[config.mk]
export PLATFORM = sky130hd
export DESIGN_NAME = bank_swap_unit
export DESIGN_NICKNAME = d
export VERILOG_FILES = /design/src/rtl/bsu_pkg.sv /design/src/rtl/bsu_decode.sv /design/src/rtl/bsu_prg_bank.sv /design/src/rtl/bsu_chr_bank.sv /design/src/rtl/bank_swap_unit.sv
export SDC_FILE = /design/constraint.sdc
export NUM_CORES = 1
export LEC_CHECK = 0
export ABC_AREA = 1
export BUFFER_PORTS_ARGS = -buffer_cell sky130_fd_sc_hd__buf_2
export CAP_MARGIN = 20
export CORE_MARGIN = 2
export CORE_UTILIZATION = 48
export CTS_CLUSTER_DIAMETER = 60
export DETAILED_ROUTE_END_ITERATION = 7
export GPL_TIMING_DRIVEN = 0
export MAX_ROUTING_LAYER = met4
export PLACE_DENSITY = 0.77
export SETUP_SLACK_MARGIN = 0.3
export SLEW_MARGIN = 20
export SYNTH_ARGS = -nofsm -noshare
export SYNTH_HDL_FRONTEND = slang
export SYNTH_SLANG_ARGS = --single-unit
[constraint.sdc]
create_clock -name clk -period 1.63 [get_ports clk]
set_input_delay 0.2445 -clock clk [delete_from_list [all_inputs] [get_ports clk]]
set_output_delay 0.2445 -clock clk [all_outputs]
set_load 0.005 [all_outputs]
[src/rtl/bsu_pkg.sv]
package bsu_pkg;

    typedef enum logic [1:0] {
        CMD_NONE,
        CMD_SELECT,
        CMD_DATA,
        CMD_MIRROR
    } bsu_cmd_e;

    // bit 1 = pattern halves swapped, bit 0 = program slots 0/2 swapped
    typedef enum logic [1:0] {
        MODE_DIRECT    = 2'b00,
        MODE_PRG_SWAP  = 2'b01,
        MODE_CHR_SWAP  = 2'b10,
        MODE_BOTH_SWAP = 2'b11
    } bsu_mode_e;

    localparam logic [15:0] DEC_MASK    = 16'hE001;
    localparam logic [15:0] ADDR_SELECT = 16'h8000;
    localparam logic [15:0] ADDR_DATA   = 16'h8001;
    localparam logic [15:0] ADDR_MIRROR = 16'hA000;

    localparam logic [2:0] IDX_PRG_A = 3'd6;
    localparam logic [2:0] IDX_PRG_B = 3'd7;

endpackage

[src/rtl/bsu_decode.sv]
module bsu_decode
    import bsu_pkg::*;
(
    input  logic [15:0] addr_i,
    input  logic        wr_i,
    output bsu_cmd_e    cmd_o
);

    logic [15:0] masked;

    assign masked = addr_i & DEC_MASK;

    always_comb begin
        cmd_o = CMD_NONE;
        if (wr_i) begin
            unique case (masked)
                ADDR_SELECT: cmd_o = CMD_SELECT;
                ADDR_DATA:   cmd_o = CMD_DATA;
                ADDR_MIRROR: cmd_o = CMD_MIRROR;
                default:     cmd_o = CMD_NONE;
            endcase
        end
    end

endmodule

[src/rtl/bsu_prg_bank.sv]
module bsu_prg_bank #(
    parameter int PRG_W = 6,
    parameter int CNT_W = 7,
    parameter int SLOTS = 4
) (
    input  logic                   clk,
    input  logic                   rst_n,
    input  logic [CNT_W-1:0]       bank_count_i,
    input  logic                   swap_now_i,
    input  logic                   swapped_i,
    input  logic                   load_a_i,
    input  logic                   load_b_i,
    input  logic [PRG_W-1:0]       value_i,
    output logic [SLOTS*PRG_W-1:0] bank_o
);

    localparam int SWAP_LO = 0;
    localparam int SWAP_HI = 2;
    localparam int FIXED_B = 1;

    logic [PRG_W-1:0] slot_q [SLOTS];
    logic [CNT_W-1:0] last_m1;
    logic [CNT_W-1:0] last_m0;

    assign last_m1 = bank_count_i - CNT_W'(2);
    assign last_m0 = bank_count_i - CNT_W'(1);

    always_ff @(posedge clk) begin
        if (!rst_n) begin
            slot_q[0] <= '0;
            slot_q[1] <= PRG_W'(1);
            slot_q[2] <= last_m1[PRG_W-1:0];
            slot_q[3] <= last_m0[PRG_W-1:0];
        end else if (swap_now_i) begin
            slot_q[SWAP_LO] <= slot_q[SWAP_HI];
            slot_q[SWAP_HI] <= slot_q[SWAP_LO];
        end else if (load_a_i) begin
            if (swapped_i) begin
                slot_q[SWAP_HI] <= value_i;
            end else begin
                slot_q[SWAP_LO] <= value_i;
            end
        end else if (load_b_i) begin
            slot_q[FIXED_B] <= value_i;
        end
    end

    for (genvar g = 0; g < SLOTS; g++) begin : g_out
        assign bank_o[g*PRG_W +: PRG_W] = slot_q[g];
    end

endmodule

[src/rtl/bsu_chr_bank.sv]
module bsu_chr_bank #(
    parameter int CHR_W = 8,
    parameter int SLOTS = 8
) (
    input  logic                   clk,
    input  logic                   rst_n,
    input  logic                   load_i,
    input  logic [2:0]             idx_i,
    input  logic [CHR_W-1:0]       value_i,
    input  logic                   halves_swapped_i,
    output logic [SLOTS*CHR_W-1:0] bank_o
);

    localparam int HALF = SLOTS / 2;

    logic [CHR_W-1:0] slot_q [SLOTS];
    logic [CHR_W-1:0] pair_even;
    logic [CHR_W-1:0] pair_odd;

    assign pair_even = {value_i[CHR_W-1:1], 1'b0};
    assign pair_odd  = {value_i[CHR_W-1:1], 1'b1};

    always_ff @(posedge clk) begin
        if (!rst_n) begin
            for (int i = 0; i < SLOTS; i++) begin
                slot_q[i] <= CHR_W'(i);
            end
        end else if (load_i) begin
            unique case (idx_i)
                3'd0: begin
                    slot_q[0] <= pair_even;
                    slot_q[1] <= pair_odd;
                end
                3'd1: begin
                    slot_q[2] <= pair_even;
                    slot_q[3] <= pair_odd;
                end
                3'd2, 3'd3, 3'd4, 3'd5: slot_q[idx_i + 3'd2] <= value_i;
                default: ;
            endcase
        end
    end

    for (genvar g = 0; g < SLOTS; g++) begin : g_view
        localparam int PARTNER = g ^ HALF;
        assign bank_o[g*CHR_W +: CHR_W] = halves_swapped_i ? slot_q[PARTNER] : slot_q[g];
    end

endmodule

[src/rtl/bank_swap_unit.sv]
module bank_swap_unit
    import bsu_pkg::*;
#(
    parameter int PRG_W = 6,
    parameter int CHR_W = 8,
    parameter int CNT_W = 7
) (
    input  logic                 clk,
    input  logic                 rst_n,
    input  logic [15:0]          cpu_addr,
    input  logic [7:0]           cpu_data,
    input  logic                 cpu_wr,
    input  logic [CNT_W-1:0]     prg_bank_count,
    output logic [4*PRG_W-1:0]   prg_bank_o,
    output logic [8*CHR_W-1:0]   chr_bank_o,
    output logic                 mirror_horiz_o
);

    localparam int PRG_SLOTS = 4;
    localparam int CHR_SLOTS = 8;

    bsu_cmd_e  cmd;
    bsu_mode_e mode_q, mode_d;
    logic [2:0] idx_q;
    logic       mirror_q;
    logic       prg_swapped;
    logic       chr_swapped;
    logic       prg_swap_now;

    bsu_decode u_decode (
        .addr_i (cpu_addr),
        .wr_i   (cpu_wr),
        .cmd_o  (cmd)
    );

    // swap-mode state register
    always_ff @(posedge clk) begin
        if (!rst_n) begin
            mode_q <= MODE_DIRECT;
        end else begin
            mode_q <= mode_d;
        end
    end

    // swap-mode transitions: every select write names the next state
    always_comb begin
        mode_d = mode_q;
        if (cmd == CMD_SELECT) begin
            unique case (cpu_data[7:6])
                2'b00: mode_d = MODE_DIRECT;
                2'b01: mode_d = MODE_PRG_SWAP;
                2'b10: mode_d = MODE_CHR_SWAP;
                2'b11: mode_d = MODE_BOTH_SWAP;
            endcase
        end
    end

    // outputs of the swap state
    always_comb begin
        prg_swapped = 1'b0;
        chr_swapped = 1'b0;
        unique case (mode_q)
            MODE_DIRECT:    ;
            MODE_PRG_SWAP:  prg_swapped = 1'b1;
            MODE_CHR_SWAP:  chr_swapped = 1'b1;
            MODE_BOTH_SWAP: begin
                prg_swapped = 1'b1;
                chr_swapped = 1'b1;
            end
        endcase
    end

    assign prg_swap_now = (cmd == CMD_SELECT) && (cpu_data[6] != prg_swapped);

    always_ff @(posedge clk) begin
        if (!rst_n) begin
            idx_q    <= '0;
            mirror_q <= 1'b0;
        end else begin
            if (cmd == CMD_SELECT) begin
                idx_q <= cpu_data[2:0];
            end
            if (cmd == CMD_MIRROR) begin
                mirror_q <= cpu_data[0];
            end
        end
    end

    bsu_prg_bank #(
        .PRG_W (PRG_W),
        .CNT_W (CNT_W),
        .SLOTS (PRG_SLOTS)
    ) u_prg (
        .clk          (clk),
        .rst_n        (rst_n),
        .bank_count_i (prg_bank_count),
        .swap_now_i   (prg_swap_now),
        .swapped_i    (prg_swapped),
        .load_a_i     ((cmd == CMD_DATA) && (idx_q == IDX_PRG_A)),
        .load_b_i     ((cmd == CMD_DATA) && (idx_q == IDX_PRG_B)),
        .value_i      (cpu_data[PRG_W-1:0]),
        .bank_o       (prg_bank_o)
    );

    bsu_chr_bank #(
        .CHR_W (CHR_W),
        .SLOTS (CHR_SLOTS)
    ) u_chr (
        .clk              (clk),
        .rst_n            (rst_n),
        .load_i           (cmd == CMD_DATA),
        .idx_i            (idx_q),
        .value_i          (cpu_data[CHR_W-1:0]),
        .halves_swapped_i (chr_swapped),
        .bank_o           (chr_bank_o)
    );

    assign mirror_horiz_o = mirror_q;

endmodule

==> results.py, run 1 <==
metrics = {
    "placed_design": {
        "dp_hpwl_um": 8590,
        "port_buffers": 108,
        "dp.cells": 740,
        "gp_congestion": 0.867,
        "place_area_um2": 5460,
    },
    "synthesis": {
        "synthMuxAreaShare_pct": 0,
        "ys_seq_area_share_pct": 60.1,
        "synth_warnings": 0,
        "ys.flop_type": "edfxtp_1",
        "yosysMostFrequentCell": "nand2_1",
        "synth-simple-area-share_pct": 19.7,
        "synthAdderAreaFrac_pct": 0.816,
        "synth.largest_area_cell": "edfxtp_1",
        "ys_async_sr_fraction_pct": 0,
        "syn_area_um2": 4600,
        "syn_avg_cell_area_um2": 9.18,
        "syn_inst": 501,
        "synth-compound-area-share_pct": 9.36,
        "synth_enable_flop_cells": 88,
        "synth_area_leaders": "edfxtp_1 57%, o21ai_0 8.8%, nand2_1 8.7%",
        "synth_top_family_by_area": "simple AND/OR/NAND/NOR gates",
        "ys_types": 27,
        "synth-xor-area-share_pct": 1.33,
        "synth-seq-cells": 94,
        "ys_top_cells_by_count": "107 x nand2_1, 88 x edfxtp_1, 81 x o21ai_0",
        "yosysTopAreaCellShare_pct": 57.5,
    },
    "setup_path": {
        "worst_path_most_repeated_cell": "buf_8",
        "cp.required_ns": 1.39,
        "r2r_slack_ns": 0.15,
        "cp_top_family": "buffers and inverters",
        "crit_type": "reg2out",
        "critPathBufInv": 3,
        "startpoint": "mode_q[1]",
        "cpPeakStageDelay_ns": 0.38,
        "cp_max_fo": 10,
        "reg2reg_from": "idx_q[2]",
        "crit_chain": "buf_8, buf_8, o21ai_0, buf_2",
        "cp.arrival_ns": 1.43,
        "slowest_stage": "dfxtp_4",
        "cp-end-kind": "primary output",
        "startpoint_type": "flop",
    },
    "final_layout": {
        "final_area_um2": 6870,
        "fin_util_pct": 74.0,
        "syn_to_final_growth_pct": 49.4,
        "fillers": 612,
        "n_antenna_cell": 0,
        "multi_input_area_um2": 2110,
        "register_area_um2": 2780,
        "nets": 695,
        "fin_cells": 792,
        "final_layout_size_suffix_gt1_share_pct": 47.5,
    },
    "power_and_ir_drop": {
        "powerDensity_nw_per_um2": 708,
        "netSwitchingFraction_pct": 27.0,
        "p_comb_share_pct": 13.1,
        "pwr-share-seq_pct": 57.1,
        "p_sw_mw": 1.31,
        "leakage_nw": 2.92,
        "clock_power_share_pct": 29.9,
        "ir_drop_mv": 0.364,
        "p_int_mw": 3.55,
    },
    "timing": {
        "rsz0062_at_grt": "yes",
        "timing.final.max_slew_violations": 0,
        "relSlewSlack_pct": 44.4,
        "setup_slack_ns": -0.0439,
        "fin_crit_ns": 1.67,
        "worstMarginPinSlew_ns": 0.833,
        "period_share_pct": 103,
        "hold_violations": 0,
        "clock_skew_ns": 0.0159,
        "setup_viol": 15,
        "fmax_mhz": 597,
    },
    "worst_hold_path": {
        "worstHoldPathType": "in2reg",
        "min_from": "cpu_data[3]",
    },
    "die": {
        "fp.coreArea_um2": 9280,
        "die_x_um": 102,
        "initial_core_util_pct": 49.5,
        "die_h_um": 102,
        "ios": 123,
        "dieArea_um2": 10400,
        "rows": 35,
    },
    "run_status": {
        "outcome": "finished with violations",
        "violations": "negative setup slack",
    },
    "global_routing": {
        "antenna_found_initial": 0,
        "grt_pass1_wl_um": 20900,
        "grt-ovfl-total": 0,
        "grt_max_degree": 17,
        "grt_pass1_vias": 4050,
        "grt_usage_pct": 28.1,
    },
    "clocking": {
        "cts_tree": "yes",
        "clk_pin_slew_ns": 0.10,
        "clkLatencyLatePin_ns": 0.37,
        "htree_levels": 3,
        "cts.path.max_buffers": 2,
        "cts_root_buffer": "clkbuf_8",
        "cts_made_buffers": 9,
        "cts-hold-fix-buffers": 0,
        "cts.sinks": 94,
    },
    "routing": {
        "drt-initial-drc-count": 319,
        "ant_nets": 0,
        "drc": 0,
        "wl_per_cell_um": 18.9,
        "routed_via_density": 5.52,
        "wl_um": 15000,
        "dr.pass1.iters": 5,
        "via_count": 4374,
    },
    "job": {
        "cap_violations": 0,
    },
}
## cell type report
type	count	area share (%)
multi-input combinational	311	30.7
clock inverter	6	0.655
tap	129	2.35
timing repair buffer	144	14.1
buffer	22	5.15
inverter	76	4.73
sequential	94	40.4
clock buffer	10	1.86
## worst paths after layout
check / depth (start not counted) / to
max: 4 / chr_bank_o[21]
min: 3 / u_prg.slot_q[0][3]
max reg2reg: 6 / u_chr.slot_q[5][2]
min reg2reg: 2 / idx_q[2]
## logic make-up after synthesis
kind of cell    after synthesis
compound gates               86
buf+inv                      98
other cells                   2
simple gates                211
xor+xnor                      7
flops                        94
fa+ha+maj                     3
## placed cells by master (no fill, tap or decap), drive strengths merged
cell	synthesis	routed
clkbuf	16	30
nor3	4	4
conb	2	4
nand3b	1	1
nand2	109	109
clkinv	5	9
nand4	11	11
nand3	20	20
xnor2	1	1
buf	6	146
xor2	6	6
dfxtp	6	6
clkinvlp	0	3
edfxtp	88	88
ha	3	3
a21oi	5	5
inv	71	70
o21ai	81	81
nor2	66	66
## state kept, by name, summed over array words and instances (netlist names)
name / cells
idx_q: 3
mirror_horiz_o: 1
mode_q: 2
u_chr.slot_q: 64
u_prg.slot_q: 24
## stage by stage
step           setup WS (ns)  hold slack [ns]  power (mW)  setup TNS, ns
3_5_place_dp          -0.286            0.495        3.27          -8.80
4_1_cts               0.0195            0.164        4.74              0
3_3_place_gp          -0.220            0.486        3.26          -5.35
6_report             -0.0439            0.161        4.86         -0.212
5_1_grt              -0.0481            0.172        5.01          -1.33
2_1_floorplan          0.251            0.386        3.05              0
## tightest hold or removal path: stages
cell and delay [ns]:
buf_2 0.09, nand2_1 0.06, o21ai_2 0.05
## metal layers
metal	wire [um]	GRT usage [%]	vias up
met5	0	-	-
met4	493	12.6	0
met3	1310	5.27	56
met2	7620	47.6	294
met1	5590	32.7	2066
li1	-	-	1958
## power groups by stage
stage | combinational (mW) | clock, mW | sequential (mW)
2_1_floorplan | 0.234 | 0 | 2.81
3_5_place_dp | 0.456 | 0 | 2.82
4_1_cts | 0.563 | 1.41 | 2.77
3_3_place_gp | 0.444 | 0 | 2.82
5_1_grt | 0.677 | 1.55 | 2.78
6_report | 0.635 | 1.45 | 2.78
## repair_timing
| action | 4_1_cts | 5_1_grt |
|---|---|---|
| setup endpoints to repair | 163 | 162 |
| resized for setup | 195 | 82 |
| pin swaps | 23 | 21 |
| buffers inserted | 18 | 9 |
| gates cloned | 8 | 1 |
Power figures use the tool's default switching activity.
==> run 2, diff against run 1 <==
Settings changed: RECOVER_POWER from default to 100.
==> results.py, run 2 (synthesized netlist as in run 1, its figures left out) <==
metrics = {
    "timing": {
        "hold_violations": 0,
        "worstMarginPinSlew_ns": 0.677,
        "period_share_pct": 102,
        "clock_skew_ns": 0.0148,
        "setup_viol": 15,
        "relSlewSlack_pct": 54.9,
        "fin_crit_ns": 1.66,
        "hold_slack_ns": 0.161,
        "setup_slack_ns": -0.0292,
        "timing.final.max_slew_violations": 0,
        "fmax_mhz": 603,
        "rsz0062_at_grt": "yes",
    },
    "final_layout": {
        "largest-register": "u_chr.slot_q",
        "nets": 695,
        "n_antenna_cell": 0,
        "final_common_cell": "edfxtp_1",
        "largest_reg_flops": 64,
        "syn_to_final_growth_pct": 44.1,
        "final_layout_size_suffix_gt1_share_pct": 40.9,
        "fillers": 667,
        "fin_cells": 792,
        "top_regs": "u_chr.slot_q x64, u_prg.slot_q x24, idx_q x3",
        "layout_common_cells": "88 x edfxtp_1, 87 x buf_2, 65 x nand2_1, 59 x inv_1, 57 x nor2_1",
    },
    "placed_design": {
        "dp_hpwl_um": 8590,
        "gp_congestion": 0.867,
        "dp.cells": 740,
        "port_buffers": 108,
    },
    "clocking": {
        "cts_tree": "yes",
        "cts.sinks": 94,
        "clk_pin_slew_ns": 0.10,
        "clkLatencyLatePin_ns": 0.37,
        "cts.path.max_buffers": 2,
        "htree_levels": 3,
        "cts_root_buffer": "clkbuf_8",
        "cts-hold-fix-buffers": 0,
        "cts_made_buffers": 9,
    },
    "die": {
        "initial_core_util_pct": 49.5,
        "die_x_um": 102,
        "ios": 123,
        "rows": 35,
        "dieArea_um2": 10400,
        "die_h_um": 102,
        "fp.coreArea_um2": 9280,
    },
    "power_and_ir_drop": {
        "powerDensity_nw_per_um2": 727,
        "leakage_nw": 2.82,
        "ir_drop_mv": 0.363,
        "power.total_mw": 4.82,
    },
    "routing": {
        "ant_nets": 0,
        "drc": 0,
        "via_count": 4336,
        "wl_per_cell_um": 18.8,
        "routed_via_density": 5.47,
        "drt-initial-drc-count": 331,
        "dr.pass1.iters": 5,
        "wl_um": 14900,
        "wl_met3_um": 1390,
        "dr_wl_met2_um": 7570,
        "top_layer": "met4",
        "wl_met1_um": 5430,
    },
    "setup_path": {
        "cp.arrival_ns": 1.41,
        "cp-end-kind": "primary output",
        "crit_type": "reg2out",
        "slowest_stage": "dfxtp_4",
        "cp_max_fo": 10,
        "cp.required_ns": 1.39,
        "cpPeakStageDelay_ns": 0.39,
        "crit_chain": "buf_8, clkbuf_16, nand2_1, o21ai_1, buf_2",
        "startpoint_type": "flop",
    },
    "global_routing": {
        "grt_pass1_vias": 4050,
        "grt_pass1_wl_um": 20900,
        "antenna_found_initial": 0,
        "grt_max_degree": 17,
        "grt_usage_pct": 28.1,
        "grt-ovfl-total": 0,
    },
    "run_status": {
        "violations": "negative setup slack",
        "outcome": "finished with violations",
    },
    "job": {
        "cap_violations": 0,
    },
    "worst_hold_path": {
        "worstHoldPathType": "in2reg",
    },
}
==> run 2: area by class of cell <==
cell class | instances | area, um^2 | area share, %
Tap cell | 129 | 161 | 2.43
Clock buffer | 10 | 128 | 1.93
Sequential cell | 94 | 2770 | 41.8
Inverter | 76 | 313 | 4.72
Buffer | 22 | 344 | 5.19
Multi-Input combinational cell | 311 | 1960 | 29.5
Clock inverter | 6 | 45.0 | 0.680
Timing Repair Buffer | 144 | 907 | 13.7
==> run 2: final timing paths <==
check	from	endpoint	slack [ns]	cells past startpoint
worst min register to register	idx_q[2]	idx_q[2]	0.55	2
worst max register to register	idx_q[2]	u_chr.slot_q[5][2]	0.01	6
worst max-delay path	mode_q[1]	chr_bank_o[24]	-0.03	5
worst min-delay path	cpu_data[3]	u_prg.slot_q[0][3]	0.16	3
==> run 2: through the flow <==
step	setup slack, ns	utilization [%]	setup TNS, ns	area (um^2)
detailed placement	-0.286	58.8	-8.80	5460
CTS	0.0195	69.8	0	6480
global placement	-0.220	58.8	-5.35	5460
finish	-0.0292	71.4	-0.221	6630
global route	-0.0481	71.4	-1.93	6630
floorplan	0.251	-	0	4750
==> run 2: timing repair <==
action | 4_1_cts | 5_1_grt
cloned | 8 | 1
buffers inserted | 18 | 9
endpoints found under the setup margin | 163 | 162
gates resized for setup | 195 | 82
pin swaps | 23 | 21
==> run 2: metal layers <==
layer | vias up | GRT usage [%]
met2 | 300 | 47.6
met3 | 51 | 5.27
met5 | - | -
met1 | 2022 | 32.7
li1 | 1963 | -
met4 | 0 | 12.6
==> run 2: power by group <==
group | switching (mW) | internal, mW
sequential | 0.0524 | 2.72
clock | 0.885 | 0.564
combinational | 0.355 | 0.239
total | 1.29 | 3.53
==> run 2: critical path: cells and delay by family, from the launching register on <==
family                 cells  cell delay (ns)
AOI/OAI and AO/OA          1             0.10
buffers and inverters      3             0.49
DFF                        1             0.39
and+or+nand+nor            1             0.06
==> run 3, diff against run 2 <==
Settings changed: CORE_MARGIN 2 to default.
==> results.py, run 3 (synthesized netlist as in run 1, its figures left out) <==
metrics = {
    "power_and_ir_drop": {
        "powerDensity_nw_per_um2": 778,
        "power.total_mw": 5.07,
        "ir_drop_mv": 0.573,
        "leakage_nw": 2.77,
    },
    "clocking": {
        "htree_levels": 3,
        "cts.sinks": 94,
        "clk_pin_slew_ns": 0.09,
        "cts_tree": "yes",
        "cts.path.max_buffers": 2,
        "cts_root_buffer": "clkbuf_8",
        "clkLatencyLatePin_ns": 0.38,
        "cts_made_buffers": 9,
    },
    "global_routing": {
        "antenna_found_initial": 0,
        "grt_usage_pct": 28.8,
        "grt-ovfl-total": 0,
        "grt_max_degree": 17,
        "grt_pass1_vias": 4169,
        "grt_pass1_wl_um": 20800,
    },
    "placed_design": {
        "gp_congestion": 0.857,
        "dp_hpwl_um": 8550,
        "port_buffers": 108,
    },
    "final_layout": {
        "final_layout_size_suffix_gt1_share_pct": 41.6,
        "largest-register": "u_chr.slot_q",
        "layout_common_cells": "92 x buf_2, 88 x edfxtp_1, 60 x inv_1, 57 x nand2_1, 54 x nor2_1",
        "syn_to_final_growth_pct": 41.8,
        "fillers": 655,
        "nets": 686,
        "final_common_cell": "buf_2",
        "largest_reg_flops": 64,
        "n_antenna_cell": 0,
        "top_regs": "u_chr.slot_q x64, u_prg.slot_q x24, idx_q x3",
    },
    "timing": {
        "hold_violations": 0,
        "worstMarginPinSlew_ns": 0.617,
        "setup_slack_ns": -0.0513,
        "fmax_mhz": 595,
        "setup_tns_ns": -0.263,
        "relSlewSlack_pct": 58.9,
        "hold_slack_ns": 0.176,
        "fin_crit_ns": 1.68,
        "period_share_pct": 103,
        "timing.final.max_slew_violations": 0,
        "setup_viol": 14,
        "clock_skew_ns": 0.0157,
        "rsz0062_at_grt": "yes",
    },
    "routing": {
        "dr.pass1.iters": 5,
        "drt-initial-drc-count": 242,
        "drc": 0,
        "routed_via_density": 5.49,
        "via_count": 4295,
        "wl_um": 14900,
        "wl_per_cell_um": 19.0,
        "ant_nets": 0,
    },
    "die": {
        "rows": 35,
        "dieArea_um2": 9980,
        "die_h_um": 99.9,
        "fp.coreArea_um2": 9240,
        "die_x_um": 99.9,
        "initial_core_util_pct": 49.8,
        "ios": 123,
    },
    "setup_path": {
        "startpoint_type": "flop",
        "crit_type": "reg2out",
        "cp_max_fo": 10,
        "cp-end-kind": "primary output",
        "cp.arrival_ns": 1.44,
        "reg2reg_from": "idx_q[2]",
        "cp.required_ns": 1.39,
        "startpoint": "mode_q[1]",
    },
    "run_status": {
        "outcome": "finished with violations",
        "violations": "negative setup slack",
    },
    "worst_hold_path": {
        "min_from": "cpu_data[3]",
        "worstHoldPathType": "in2reg",
    },
    "job": {
        "cap_violations": 0,
    },
}
run 3: layout make-up:
type	count	area (um^2)	area share (%)
Tap cell	129	161	2.48
Sequential cell	94	2770	42.5
Inverter	76	305	4.68
Clock buffer	10	128	1.96
Multi-Input combinational cell	311	1900	29.2
Clock inverter	6	86.3	1.32
Buffer	22	369	5.66
Timing Repair Buffer	135	796	12.2
run 3: where the power goes:
part / leakage [nW] / internal (mW) / switching (mW)
registers: 0.913 / 2.72 / 0.0514
clock network: 0.107 / 0.865 / 0.849
logic: 1.75 / 0.229 / 0.354
run 3: worst paths after layout:
kind                                            to  slack [ns]  cells after the start
worst max-delay path                chr_bank_o[14]       -0.05                      4
worst min-delay path            u_prg.slot_q[0][3]        0.18                      3
worst max register to register  u_chr.slot_q[7][7]        0.05                      6
worst min register to register           mode_q[0]        0.56                      2
run 3: metal layers:
metal	vias up	part of all wire (%)	wire length (um)	GRT usage, %
met5	-	0	0	-
met4	0	3.9	579	14.8
met3	49	7.7	1140	4.81
met2	251	52	7690	49.4
met1	2051	37	5460	32.5
li1	1944	-	-	-
run 3: critical path, stage by stage (launching register included):
cell and delay [ns]:
dfxtp_4 0.38, buf_12 0.15, clkbuf_16 0.17, o21ai_1 0.21, buf_2 0.15
run 3: per-stage QoR:
stage / instance area (um^2) / setup slack (ns) / instances / utilization [%]
after floorplan: 4750 / 0.251 / 503 / -
after global placement: 5460 / -0.224 / 740 / 59.0
after detailed placement: 5460 / -0.251 / 740 / 59.0
after CTS: 6320 / 0.0145 / 773 / 68.4
after global routing: 6520 / -0.0629 / 783 / 70.6
final: 6520 / -0.0513 / 783 / 70.6
run 3: what timing repair did:
item                       CTS  global route
pin swaps                   10            28
hold buffers                 0             0
resized for setup          159           118
buffers inserted            13             5
gates cloned                 4             5
setup endpoints to repair  161           153
